**src/rtl/cfgspace_pkg.sv**
```systemverilog
package cfgspace_pkg;
  typedef enum logic [1:0] {LK_SHUT, LK_HALF, LK_OPEN} lock_st_e;
  typedef enum logic [1:0] {SRC_GLOBAL, SRC_BANK, SRC_BRIDGE} rd_src_e;

  localparam logic [7:0] KEY_OPEN   = 8'hA5;
  localparam logic [7:0] KEY_SHUT   = 8'hAA;
  localparam logic [7:0] REG_DEVSEL = 8'h07;
  localparam logic [7:0] REG_SCR0   = 8'h21;
  localparam logic [7:0] REG_SCR1   = 8'h22;
  localparam logic [7:0] REG_ENABLE = 8'h30;
  localparam logic [7:0] REG_BASE0  = 8'h60;
  localparam logic [7:0] BR_WIN0    = 8'hF0;
  localparam logic [7:0] BR_TRIG    = 8'hFE;
  localparam logic [7:0] BR_MAGIC   = 8'hCF;
endpackage

```
**src/rtl/cfg_unlock.sv**
```systemverilog
module cfg_unlock
  import cfgspace_pkg::*;
(
  input  logic       clk,
  input  logic       rst,
  input  logic       idx_wr,
  input  logic [7:0] wdata,
  output logic       unlocked
);
  lock_st_e st_q;

  always_ff @(posedge clk) begin
    if (rst) begin
      st_q <= LK_SHUT;
    end else if (idx_wr) begin
      case (st_q)
        LK_SHUT: st_q <= (wdata == KEY_OPEN) ? LK_HALF : LK_SHUT;
        LK_HALF: st_q <= (wdata == KEY_OPEN) ? LK_OPEN : LK_SHUT;
        LK_OPEN: if (wdata == KEY_SHUT) st_q <= LK_SHUT;
        default: st_q <= LK_SHUT;
      endcase
    end
  end

  assign unlocked = (st_q == LK_OPEN);
endmodule

```
**src/rtl/cfg_dev_bank.sv**
```systemverilog
module cfg_dev_bank
  import cfgspace_pkg::*;
#(
  parameter int NUM_DEV = 16,
  parameter int SLOT_W  = 3,
  parameter int DEV_W   = $clog2(NUM_DEV)
) (
  input  logic       clk,
  input  logic       rst,
  input  logic       acc_wr,
  input  logic       acc_rd,
  input  logic [7:0] dev,
  input  logic [7:0] regno,
  input  logic [7:0] wdata,
  output logic       hit,
  output logic [7:0] rdata
);
  localparam int SLOTS = 1 << SLOT_W;
  localparam int DEPTH = NUM_DEV * SLOTS;
  localparam int RAW   = DEV_W + SLOT_W;

  logic [7:0]        base_off;
  logic              is_en, is_base, dev_ok;
  logic [SLOT_W-1:0] slot;
  logic [RAW-1:0]    ram_addr;
  logic [NUM_DEV-1:0] en_vec;
  logic [7:0]        mem [DEPTH];
  logic [7:0]        ram_q;
  logic              en_rd_q, sel_en_q;

  assign base_off = regno - REG_BASE0;
  assign is_en    = (regno == REG_ENABLE);
  assign is_base  = (regno >= REG_BASE0) && (base_off < 8'(SLOTS - 1));
  assign dev_ok   = (dev < 8'(NUM_DEV));
  assign hit      = dev_ok && (is_en || is_base);
  assign slot     = is_base ? (base_off[SLOT_W-1:0] + SLOT_W'(1)) : '0;
  assign ram_addr = {dev[DEV_W-1:0], slot};

  // base-address bytes: plain single-port RAM, no reset
  always_ff @(posedge clk) begin
    if (acc_wr && hit && is_base) mem[ram_addr] <= wdata;
    if (acc_rd) ram_q <= mem[ram_addr];
  end

  for (genvar g = 0; g < NUM_DEV; g++) begin : g_en
    logic bit_q;
    always_ff @(posedge clk) begin
      if (rst) bit_q <= 1'b0;
      else if (acc_wr && hit && is_en && (dev[DEV_W-1:0] == DEV_W'(g)))
        bit_q <= wdata[0];
    end
    assign en_vec[g] = bit_q;
  end

  always_ff @(posedge clk) begin
    if (rst) begin
      en_rd_q  <= 1'b0;
      sel_en_q <= 1'b0;
    end else if (acc_rd) begin
      en_rd_q  <= en_vec[dev[DEV_W-1:0]];
      sel_en_q <= is_en;
    end
  end

  assign rdata = sel_en_q ? {7'b0, en_rd_q} : ram_q;
endmodule

```
**src/rtl/cfg_mem_bridge.sv**
```systemverilog
module cfg_mem_bridge
  import cfgspace_pkg::*;
#(
  parameter int AW = 32,
  parameter int DW = 32
) (
  input  logic          clk,
  input  logic          rst,
  input  logic          acc_wr,
  input  logic          acc_rd,
  input  logic [7:0]    regno,
  input  logic [7:0]    wdata,
  output logic          hit,
  output logic [7:0]    rdata,
  output logic          m_req,
  output logic          m_we,
  output logic [AW-1:0] m_addr,
  output logic [DW-1:0] m_wdata,
  input  logic          m_ready,
  input  logic [DW-1:0] m_rdata,
  output logic          busy
);
  localparam int NAB = AW / 8;
  localparam int NDB = DW / 8;
  localparam logic [7:0] DATA0  = BR_WIN0 + 8'(NAB);
  localparam logic [7:0] REG_LN = BR_WIN0 + 8'(NAB + NDB);

  logic [AW-1:0] addr_word;
  logic [DW-1:0] data_word;
  logic [7:0]    len_q, rd_mux, rd_q;
  logic          req_q, we_q, start_rd, start_wr, load_ok, done_rd;

  assign load_ok  = acc_wr && !req_q;
  assign done_rd  = req_q && m_ready && !we_q;
  assign start_rd = acc_rd && (regno == BR_TRIG) && !req_q;
  assign start_wr = acc_wr && (regno == BR_TRIG) && (wdata == BR_MAGIC) && !req_q;
  assign hit      = ((regno >= BR_WIN0) && (regno <= REG_LN)) || (regno == BR_TRIG);

  for (genvar i = 0; i < NAB; i++) begin : g_abyte
    localparam logic [7:0] RA = BR_WIN0 + 8'(i);
    logic [7:0] q;
    always_ff @(posedge clk) begin
      if (rst) q <= '0;
      else if (load_ok && regno == RA) q <= wdata;
    end
    assign addr_word[AW-1-8*i -: 8] = q;
  end

  for (genvar i = 0; i < NDB; i++) begin : g_dbyte
    localparam logic [7:0] RD = DATA0 + 8'(i);
    logic [7:0] q;
    always_ff @(posedge clk) begin
      if (rst) q <= '0;
      else if (done_rd) q <= m_rdata[DW-1-8*i -: 8];
      else if (load_ok && regno == RD) q <= wdata;
    end
    assign data_word[DW-1-8*i -: 8] = q;
  end

  always_ff @(posedge clk) begin
    if (rst) len_q <= '0;
    else if (load_ok && regno == REG_LN) len_q <= wdata;
  end

  always_ff @(posedge clk) begin
    if (rst) begin
      req_q <= 1'b0;
      we_q  <= 1'b0;
    end else if (req_q && m_ready) begin
      req_q <= 1'b0;
    end else if (start_rd || start_wr) begin
      req_q <= 1'b1;
      we_q  <= start_wr;
    end
  end

  always_comb begin
    rd_mux = 8'h00;
    for (int i = 0; i < NAB; i++)
      if (regno == BR_WIN0 + 8'(i)) rd_mux = addr_word[AW-1-8*i -: 8];
    for (int i = 0; i < NDB; i++)
      if (regno == DATA0 + 8'(i)) rd_mux = data_word[DW-1-8*i -: 8];
    if (regno == REG_LN)  rd_mux = len_q;
    if (regno == BR_TRIG) rd_mux = {7'b0, req_q};
  end

  always_ff @(posedge clk) begin
    if (rst) rd_q <= '0;
    else if (acc_rd) rd_q <= rd_mux;
  end

  assign rdata   = rd_q;
  assign m_req   = req_q;
  assign m_we    = we_q;
  assign m_addr  = addr_word;
  assign m_wdata = data_word;
  assign busy    = req_q;
endmodule

```
**src/rtl/cfgspace_bridge.sv**
```systemverilog
module cfgspace_bridge
  import cfgspace_pkg::*;
#(
  parameter logic [7:0] INDEX_PORT = 8'h2E,
  parameter logic [7:0] DATA_PORT  = 8'h2F,
  parameter int         NUM_DEV    = 16,
  parameter int         SLOT_W     = 3,
  parameter logic [7:0] BRIDGE_DEV = 8'h0D,
  parameter int         BUS_AW     = 32,
  parameter int         BUS_DW     = 32
) (
  input  logic              clk,
  input  logic              rst,
  input  logic [7:0]        io_addr,
  input  logic              io_rd,
  input  logic              io_wr,
  input  logic [7:0]        io_wdata,
  output logic [7:0]        io_rdata,
  output logic              m_req,
  output logic              m_we,
  output logic [BUS_AW-1:0] m_addr,
  output logic [BUS_DW-1:0] m_wdata,
  input  logic              m_ready,
  input  logic [BUS_DW-1:0] m_rdata,
  output logic              bridge_busy
);
  logic       unlocked, idx_wr, data_wr, data_rd, br_sel;
  logic [7:0] index_q, devsel_q, scr0_q, scr1_q, glob_q;
  rd_src_e    src_q;
  logic       bank_hit, br_hit;
  logic [7:0] bank_rdata, br_rdata;

  assign idx_wr  = io_wr && (io_addr == INDEX_PORT);
  assign data_wr = io_wr && (io_addr == DATA_PORT) && unlocked;
  assign data_rd = io_rd && (io_addr == DATA_PORT) && unlocked;
  assign br_sel  = (devsel_q == BRIDGE_DEV);

  cfg_unlock u_lock (
    .clk      (clk),
    .rst      (rst),
    .idx_wr   (idx_wr),
    .wdata    (io_wdata),
    .unlocked (unlocked)
  );

  cfg_dev_bank #(.NUM_DEV(NUM_DEV), .SLOT_W(SLOT_W)) u_bank (
    .clk    (clk),
    .rst    (rst),
    .acc_wr (data_wr),
    .acc_rd (data_rd),
    .dev    (devsel_q),
    .regno  (index_q),
    .wdata  (io_wdata),
    .hit    (bank_hit),
    .rdata  (bank_rdata)
  );

  cfg_mem_bridge #(.AW(BUS_AW), .DW(BUS_DW)) u_bridge (
    .clk     (clk),
    .rst     (rst),
    .acc_wr  (data_wr && br_sel),
    .acc_rd  (data_rd && br_sel),
    .regno   (index_q),
    .wdata   (io_wdata),
    .hit     (br_hit),
    .rdata   (br_rdata),
    .m_req   (m_req),
    .m_we    (m_we),
    .m_addr  (m_addr),
    .m_wdata (m_wdata),
    .m_ready (m_ready),
    .m_rdata (m_rdata),
    .busy    (bridge_busy)
  );

  // index register and global bytes
  always_ff @(posedge clk) begin
    if (rst) begin
      index_q  <= '0;
      devsel_q <= '0;
      scr0_q   <= '0;
      scr1_q   <= '0;
    end else begin
      if (idx_wr && unlocked && io_wdata != KEY_SHUT) index_q <= io_wdata;
      if (data_wr) begin
        case (index_q)
          REG_DEVSEL: devsel_q <= io_wdata;
          REG_SCR0:   scr0_q   <= io_wdata;
          REG_SCR1:   scr1_q   <= io_wdata;
          default: ;
        endcase
      end
    end
  end

  // read source selection, registered with the strobe
  always_ff @(posedge clk) begin
    if (rst) begin
      glob_q <= 8'hFF;
      src_q  <= SRC_GLOBAL;
    end else if (io_rd) begin
      if (io_addr == INDEX_PORT) begin
        src_q  <= SRC_GLOBAL;
        glob_q <= unlocked ? index_q : 8'hFF;
      end else if (io_addr == DATA_PORT) begin
        src_q <= SRC_GLOBAL;
        if (!unlocked)                     glob_q <= 8'hFF;
        else if (index_q == REG_DEVSEL)    glob_q <= devsel_q;
        else if (index_q == REG_SCR0)      glob_q <= scr0_q;
        else if (index_q == REG_SCR1)      glob_q <= scr1_q;
        else if (bank_hit)                 src_q  <= SRC_BANK;
        else if (br_sel && br_hit)         src_q  <= SRC_BRIDGE;
        else                               glob_q <= 8'h00;
      end
    end
  end

  always_comb begin
    case (src_q)
      SRC_BANK:   io_rdata = bank_rdata;
      SRC_BRIDGE: io_rdata = br_rdata;
      default:    io_rdata = glob_q;
    endcase
  end
endmodule

```
**config.mk**
```make
export PLATFORM = sky130hd
export DESIGN_NAME = cfgspace_bridge
export DESIGN_NICKNAME = d
export VERILOG_FILES = /design/src/rtl/cfgspace_pkg.sv /design/src/rtl/cfg_unlock.sv /design/src/rtl/cfg_dev_bank.sv /design/src/rtl/cfg_mem_bridge.sv /design/src/rtl/cfgspace_bridge.sv
export SDC_FILE = /design/constraint.sdc
export NUM_CORES = 2
export LEC_CHECK = 0
export BUFFER_PORTS_ARGS = -buffer_cell sky130_fd_sc_hd__buf_4
export CORE_AREA = 2 2 282 284
export DETAILED_ROUTE_END_ITERATION = 8
export DIE_AREA = 0 0 284 286
export HOLD_SLACK_MARGIN = 0.05
export PLACE_DENSITY_LB_ADDON = 0.1
export SLEW_MARGIN = 20
export SYNTH_ARGS = -nofsm -noshare
export SYNTH_HDL_FRONTEND = slang
export SYNTH_HIERARCHICAL = 1
export SYNTH_SLANG_ARGS = --single-unit
```
**constraint.sdc**
```tcl
create_clock -name clk -period 4.9 [get_ports clk]
set_input_delay 0.98 -clock clk [delete_from_list [all_inputs] [get_ports clk]]
set_output_delay 0.98 -clock clk [all_outputs]
set_load 0.05 [all_outputs]
```
* Word level (Yosys, flattened, before mapping)
Memories as Yosys holds them, arrays and structs flattened. A register that Yosys moved wholly into a read port is not among the register bits. Index checks and enable logic that the tools add are counted.
Operators by class: $add $sub $neg 2, magnitude comparators 6, equal/unequal tests 43, muxes and demuxes 46, bitwise logic cells 1, reduce and logical (&&, ||, !) cells 69
Operators by type and width (count):
- 8-bit 2-to-1 mux | 28
- 8-bit == test, second input constant | 13
- 1-bit logical AND | 49
- 8-bit by 6-bit == test with 1-bit output, second input constant | 5
- 4-bit == test, second input constant | 8
- 2-bit 2-to-1 mux | 10
- 4-bit by 3-bit == test with 1-bit output, second input constant | 4
- 8-bit one-hot mux with 2 select lines | 1
- 6-bit inequality test, second input constant | 2
- 2-bit AND reduction | 6
- 2-bit nonzero test | 5
- 4-bit by 2-bit == test with 1-bit output, second input constant | 2
- 8-bit by 3-bit == test with 1-bit output, second input constant | 1
- 8-bit by 4-bit == test with 1-bit output, second input constant | 1
- 8-bit by 7-bit greater-or-equal comparator with 1-bit output, second input constant | 1
- 8-bit greater-or-equal comparator, second input constant | 1
- 8-bit less-or-equal comparator, second input constant | 1
- 8-bit by 3-bit < comparator with 1-bit output, second input constant | 1
- 8-bit by 5-bit < comparator with 1-bit output, second input constant | 1
- 8-bit inequality test, second input constant | 1
- 8-bit by 7-bit subtractor with 8-bit output, second input constant | 1
- 2-bit one-hot mux with 3 select lines | 1
- 4-bit by 5-bit < comparator with 1-bit output, second input constant | 1
- 1-bit binary-select mux with 4-bit select | 1
- other kinds (14) | 22
Word-level totals: flip-flop bits (word level) 144, memory bits (writable) 1024, bits of input ports 53, output and inout port bits 75, logic and storage cells 205, memories kept 1
Memory list:
- u_bank.mem | words 128, bits a word 8, read ports 1, clocked after memory_dff 1, wr ports 1, line cfg_dev_bank.sv:27 | logic [7:0] mem [DEPTH];

* Depth between registers and ports, before layout
depth after elaboration 12, gate-level depth with buffers 17, depth with buffers taken out 9

* Hierarchy
Netlist, hierarchy kept.
By module, submodules not included:
- cfg_dev_bank | times used 1, cells each 2655, area each 41422.2 µm², sequential area each 31350.1 µm²
- cfg_mem_bridge | times used 1, cells each 473, area each 4337.9 µm², sequential area each 1641.6 µm²
- cfgspace_bridge | times used 1, cells each 254, area each 2168.3 µm², sequential area each 840.8 µm²
- cfg_unlock | times used 1, cells each 13, area each 147.6 µm², sequential area each 40.0 µm²

* Worst setup path after synthesis
OpenSTA, ideal clock, no wires.
kind register to register, start point register index_q[0], end point memory u_bank.mem[72][0], enable pin, setup time 370 ps, arrival 3851 ps, required time 4530 ps, path slack 679 ps, stages on the path, launching flop included 16, buffers on the path 9, period minus slack after synthesis 4221 ps, cell sequence dfxtp_1 -> buf_2 -> buf_2 -> buf_2 -> buf_2 -> inv_1 -> ha_1 -> clkbuf_1 -> inv_1 -> a21o_1 -> buf_2 -> buf_2 -> buf_1 -> nand2_1 -> clkbuf_1 -> nor2_1
On the way: word-level cells in the longest chain between the ends 9, elaborated cells between the ends (all ways) 13, classes of those cells 2 x add/sub; 2 x order compare; 1 x eq/ne; 3 x mux; 5 x reduce/logical
RTL lines:
- from (decl) | line cfgspace_bridge.sv:28 | logic [7:0] index_q, devsel_q, scr0_q, scr1_q, glob_q;
- from (signal assigned) | line cfgspace_bridge.sv:84 | if (idx_wr && unlocked && io_wdata != KEY_SHUT) index_q <= io_wdata;
- 8-bit by 7-bit subtractor with 8-bit output | line cfg_dev_bank.sv:31 | assign base_off = regno - REG_BASE0;
- 8-bit by 3-bit < comparator with 1-bit output | line cfg_dev_bank.sv:33 | assign is_base = (regno >= REG_BASE0) && (base_off < 8'(SLOTS - 1));
- 1-bit logical AND | line cfg_dev_bank.sv:33
- 1-bit logical OR | line cfg_dev_bank.sv:35 | assign hit = dev_ok && (is_en || is_base);
- 1-bit logical AND | line cfg_dev_bank.sv:35
- 1-bit logical AND (2 in a row) | line cfg_dev_bank.sv:41 | if (acc_wr && hit && is_base) mem[ram_addr] <= wdata;
- 1-bit 2-to-1 mux | line cfg_dev_bank.sv:41
- 1-bit 2-to-1 mux (implied by the code) | line cfg_dev_bank.sv:41
- to (decl) | line cfg_dev_bank.sv:27
Parallel ways exist; a longest one is shown, timed or not.

* Final worst setup path
start point register index_q[7], end point register u_bank.ram_q[1], read port of u_bank.mem, data pin
On the way: word-level cells in the longest chain between the ends 4, elaborated cells between the ends (all ways) 5, classes of those cells 1 x add/sub; 2 x order compare; 1 x mux; 1 x reduce/logical
RTL lines:
- 8-bit by 7-bit subtractor with 8-bit output | line cfg_dev_bank.sv:31
- 8-bit by 3-bit < comparator with 1-bit output | line cfg_dev_bank.sv:33
- 1-bit logical AND * | line cfg_dev_bank.sv:33
- 3-bit 2-to-1 mux * | line cfg_dev_bank.sv:36 | assign slot = is_base ? (base_off[SLOT_W-1:0] + SLOT_W'(1)) : '0;
- to (decl) | line cfg_dev_bank.sv:28 | logic [7:0] ram_q;
Every way passes the cells marked *; elsewhere a longest branch is shown, timed or not. A chain may end at the register's enable or synchronous reset.

==> impl_metrics.toml <==
[worst_hold_path]
worstHoldPathCells = 2
worstHoldStart = "scr0_q[1]"
worstHoldPathType = "reg2reg"
holdPathEnd = "scr0_q[1]"

[layout]
layout_commonest_cell = "edfxtp_1"
final_util_pct = 69.75
design_area_um2 = 54660
nets = 3598
layout-drive-gt1-share_pct = 14.34
final_cell_mix = "1032 x edfxtp_1, 458 x mux2i_1, 333 x nand2_1, 270 x nor2_1, 225 x buf_4"
layout-area-overhead-vs-synth_pct = 13.69

[worst_setup_path]
cp_max_fo = 47
path_class = "reg2reg"
r2r_cells = 9
rrSetupSlack_ps = 780
cpMostUsedCell = "buf_12"
worst_ep_arrival_time_ps = 4530
cp-startpoint = "index_q[7]"
critPathMaxStageDelay_ps = 680
critPathLaunchType = "register"
reg2reg_to = "u_bank/ram_q[1]"
required_ps = 5310
cp_cell_sequence = "and3b_1 -> o211ai_4 -> buf_12 -> buf_12 -> mux2_2 -> a211oi_1 -> nor4_1 -> a32oi_1 -> o311ai_1"
timing.rr.start = "index_q[7]"
cp-end-kind = "register"
slowest_stage = "o211ai_4"

[logic_synthesis]
avgSynthCellArea_um2 = 14.16
yosys_register_bits = 1176
synth_flop_cell = "edfxtp_1"
synth_edf_count = 1032
yosysUniqueCellTypes = 101
async_flop_share_pct = 0
yosysWarningCount = 6
mappedNetlistArea_um2 = 48080
synth_nets = 3453
ys_seq_area_share_pct = 70.46
synthCells = 3395

[die]
die_w_um = 284
io_pins = 128
core_area_um2 = 78360
dieArea_um2 = 81220
rows = 103
start_util_pct = 61.36
die_y_um = 286

[routing]
via_count = 30977
finalWirelength_mm = 136.1
drt-initial-drc-count = 3766
dr_wl_met2_mm = 61.74
wl_met3_mm = 16.00
highest_layer = "met5"
wl_met1_mm = 53.31
drc = 0
routedWlPerCell_um = 29.00
antenna_left = 0
viasPerCell = 6.603
drt-pass1-iter-count = 8

[placed_design]
placed_area_um2 = 50620
port_buffers = 127
dp_hpwl_mm = 82.96
place_congestion = 0.9154

[power_and_ir_drop]
p_leak_nw = 17.90
ir_worst_vdd_uv = 342.1
p_per_area_nw_per_um2 = 375.1

[grt]
grt_max_degree = 125
grt_antenna_before_repair = 11
grt_usage_pct = 33.20
gr-total-overflow = 0
grt_pass1_vias = 29852
grt_pass1_wl_mm = 199.7

[timing]
fin_hold_ws_ps = 468.9
fin_crit_ps = 4123
fin_tns_setup_ps = 0
setup_viol = 0
min_period_over_period_pct = 84.15
hold_violations = 0
fmax_mhz = 242.5
slew_viol_final = 0
worstMarginPinSlew_ps = 993.6
clock_skew_ps = 61.49
slew_headroom_pct = 33.76
rsz0062_at_grt = "no"

[clock_tree]
clk_pin_slew_worst_paths_ps = 60
clk_path_buf_depth = 3
cts_root_buf = "clkbuf_16"
tritoncts = "built"
clkLatencyLatePin_ps = 710
holdBufCountCts = 0
cts_setup_buffers = 0
cts_resized = 0
cts_buffers = 115
htreeDepth = 3
numClockSinks = 1176

[outcome]
status = "completed"

[job]
drv_cap = 0
layer usage:
layer / global-route usage (%) / vias up
met4: 12.07 / 14
met5: 0 / -
met1: 46.93 / 15420
met3: 8.900 / 309
met2: 50.10 / 1900
li1: - / 13334
final cells by class:
type                       count  area [um^2]
clock buffer                 136         2997
fill                        5343        23700
timing repair buffer         243         2041
inverter                      12        45.04
antenna                        1        2.502
tap                         1050         1314
clock inverter                81         1033
multi-input combinational   1992        13350
sequential                  1176        33880
cell usage after synthesis (7+ instances only):
library cell,count,area [um^2]
a211o_1,15,131.4
a211oi_1,39,292.8
a21oi_1,190,950.9
a221oi_1,11,96.34
a22oi_1,10,75.07
a2bb2oi_1,12,105.1
buf_1,25,93.84
buf_2,57,285.3
buf_4,7,52.55
clkbuf_1,123,461.7
dfxtp_1,144,2883
edfxtp_1,1032,30990
inv_1,12,45.04
mux2_2,35,394.1
mux2i_1,458,4584
nand2_1,333,1250
nand2b_1,9,56.30
nand3_1,23,115.1
nand4_1,25,156.4
nor2_1,271,1017
nor2b_1,22,137.6
nor3_1,34,170.2
nor4_1,47,294.0
o211ai_1,11,82.58
o21ai_0,144,720.7
o221ai_1,41,359.1
o22ai_1,95,594.3
o31ai_1,20,150.1
or4_1,12,90.09
how the worst max path moves through the flow:
stage	endpoint	slack, ps	depth (start not counted)
6_report	u_bank/ram_q[1]	780	9
5_1_grt	u_bank/ram_q[1]	650	9
4_1_cts	u_bank/ram_q[1]	880	9
3_5_place_dp	u_bank/mem[18][2]	460	10
3_3_place_gp	u_bank/mem[18][7]	450	10
2_1_floorplan	u_bank/mem[72][0]	680	15
report_power, final:
part | switching (mW) | leakage, nW | total, mW | internal, mW
registers | 0.000000178 | 10.4 | 10.9 | 10.9
logic | 0.237 | 5.52 | 0.289 | 0.0513
clock network | 3.87 | 1.95 | 9.33 | 5.46
total | 4.11 | 17.9 | 20.5 | 16.4
critical path: cells and delay by family, from the launching register on:
kind | cells | cell delay, ps
AND/OR/NAND/NOR | 2 | 530
AO/OA/AOI/OAI | 4 | 1680
buffers and inverters | 2 | 660
flip-flops | 1 | 580
multiplexers | 1 | 360
state kept, by name, summed over array words and instances (netlist names), 2 cells and up:
register / cells
glob_q: 8
index_q: 8
devsel_q: 8
u_bridge/g_dbyte.q: 32
u_bridge/g_abyte.q: 32
scr1_q: 8
u_bank/mem: 1024
u_bank/g_en.bit_q: 16
u_bridge/len_q: 8
u_bank/ram_q: 8
scr0_q: 8
src_q: 2
u_lock/st_q: 2
u_bridge/rdata: 8
stage by stage:
step	worst slack (ps)	power [mW]	cells
after global routing	646.8	20.99	4690
after floorplan	679.0	11.13	3395
final	776.7	20.50	4691
after global placement	450.9	11.38	4473
after detailed placement	459.5	11.38	4473
after CTS	878.8	20.58	4690
kinds of logic (layout without fill, tap and decap cells):
| kind of cell | after synthesis | after routing | synth area share (%) |
|---|---|---|---|
| buffers and inverters | 227 | 472 | 2.022 |
| AND/OR/NAND/NOR | 845 | 845 | 8.268 |
| AO/OA/AOI/OAI | 642 | 642 | 8.497 |
| other | 0 | 1 | 0 |
| XOR/XNOR | 2 | 2 | 0.03644 |
| adder cells (fa/ha/maj) | 5 | 5 | 0.1301 |
| multiplexers | 498 | 498 | 10.59 |
| flip-flops | 1176 | 1176 | 70.46 |
Note: power is estimated with default switching activity, not from simulation.
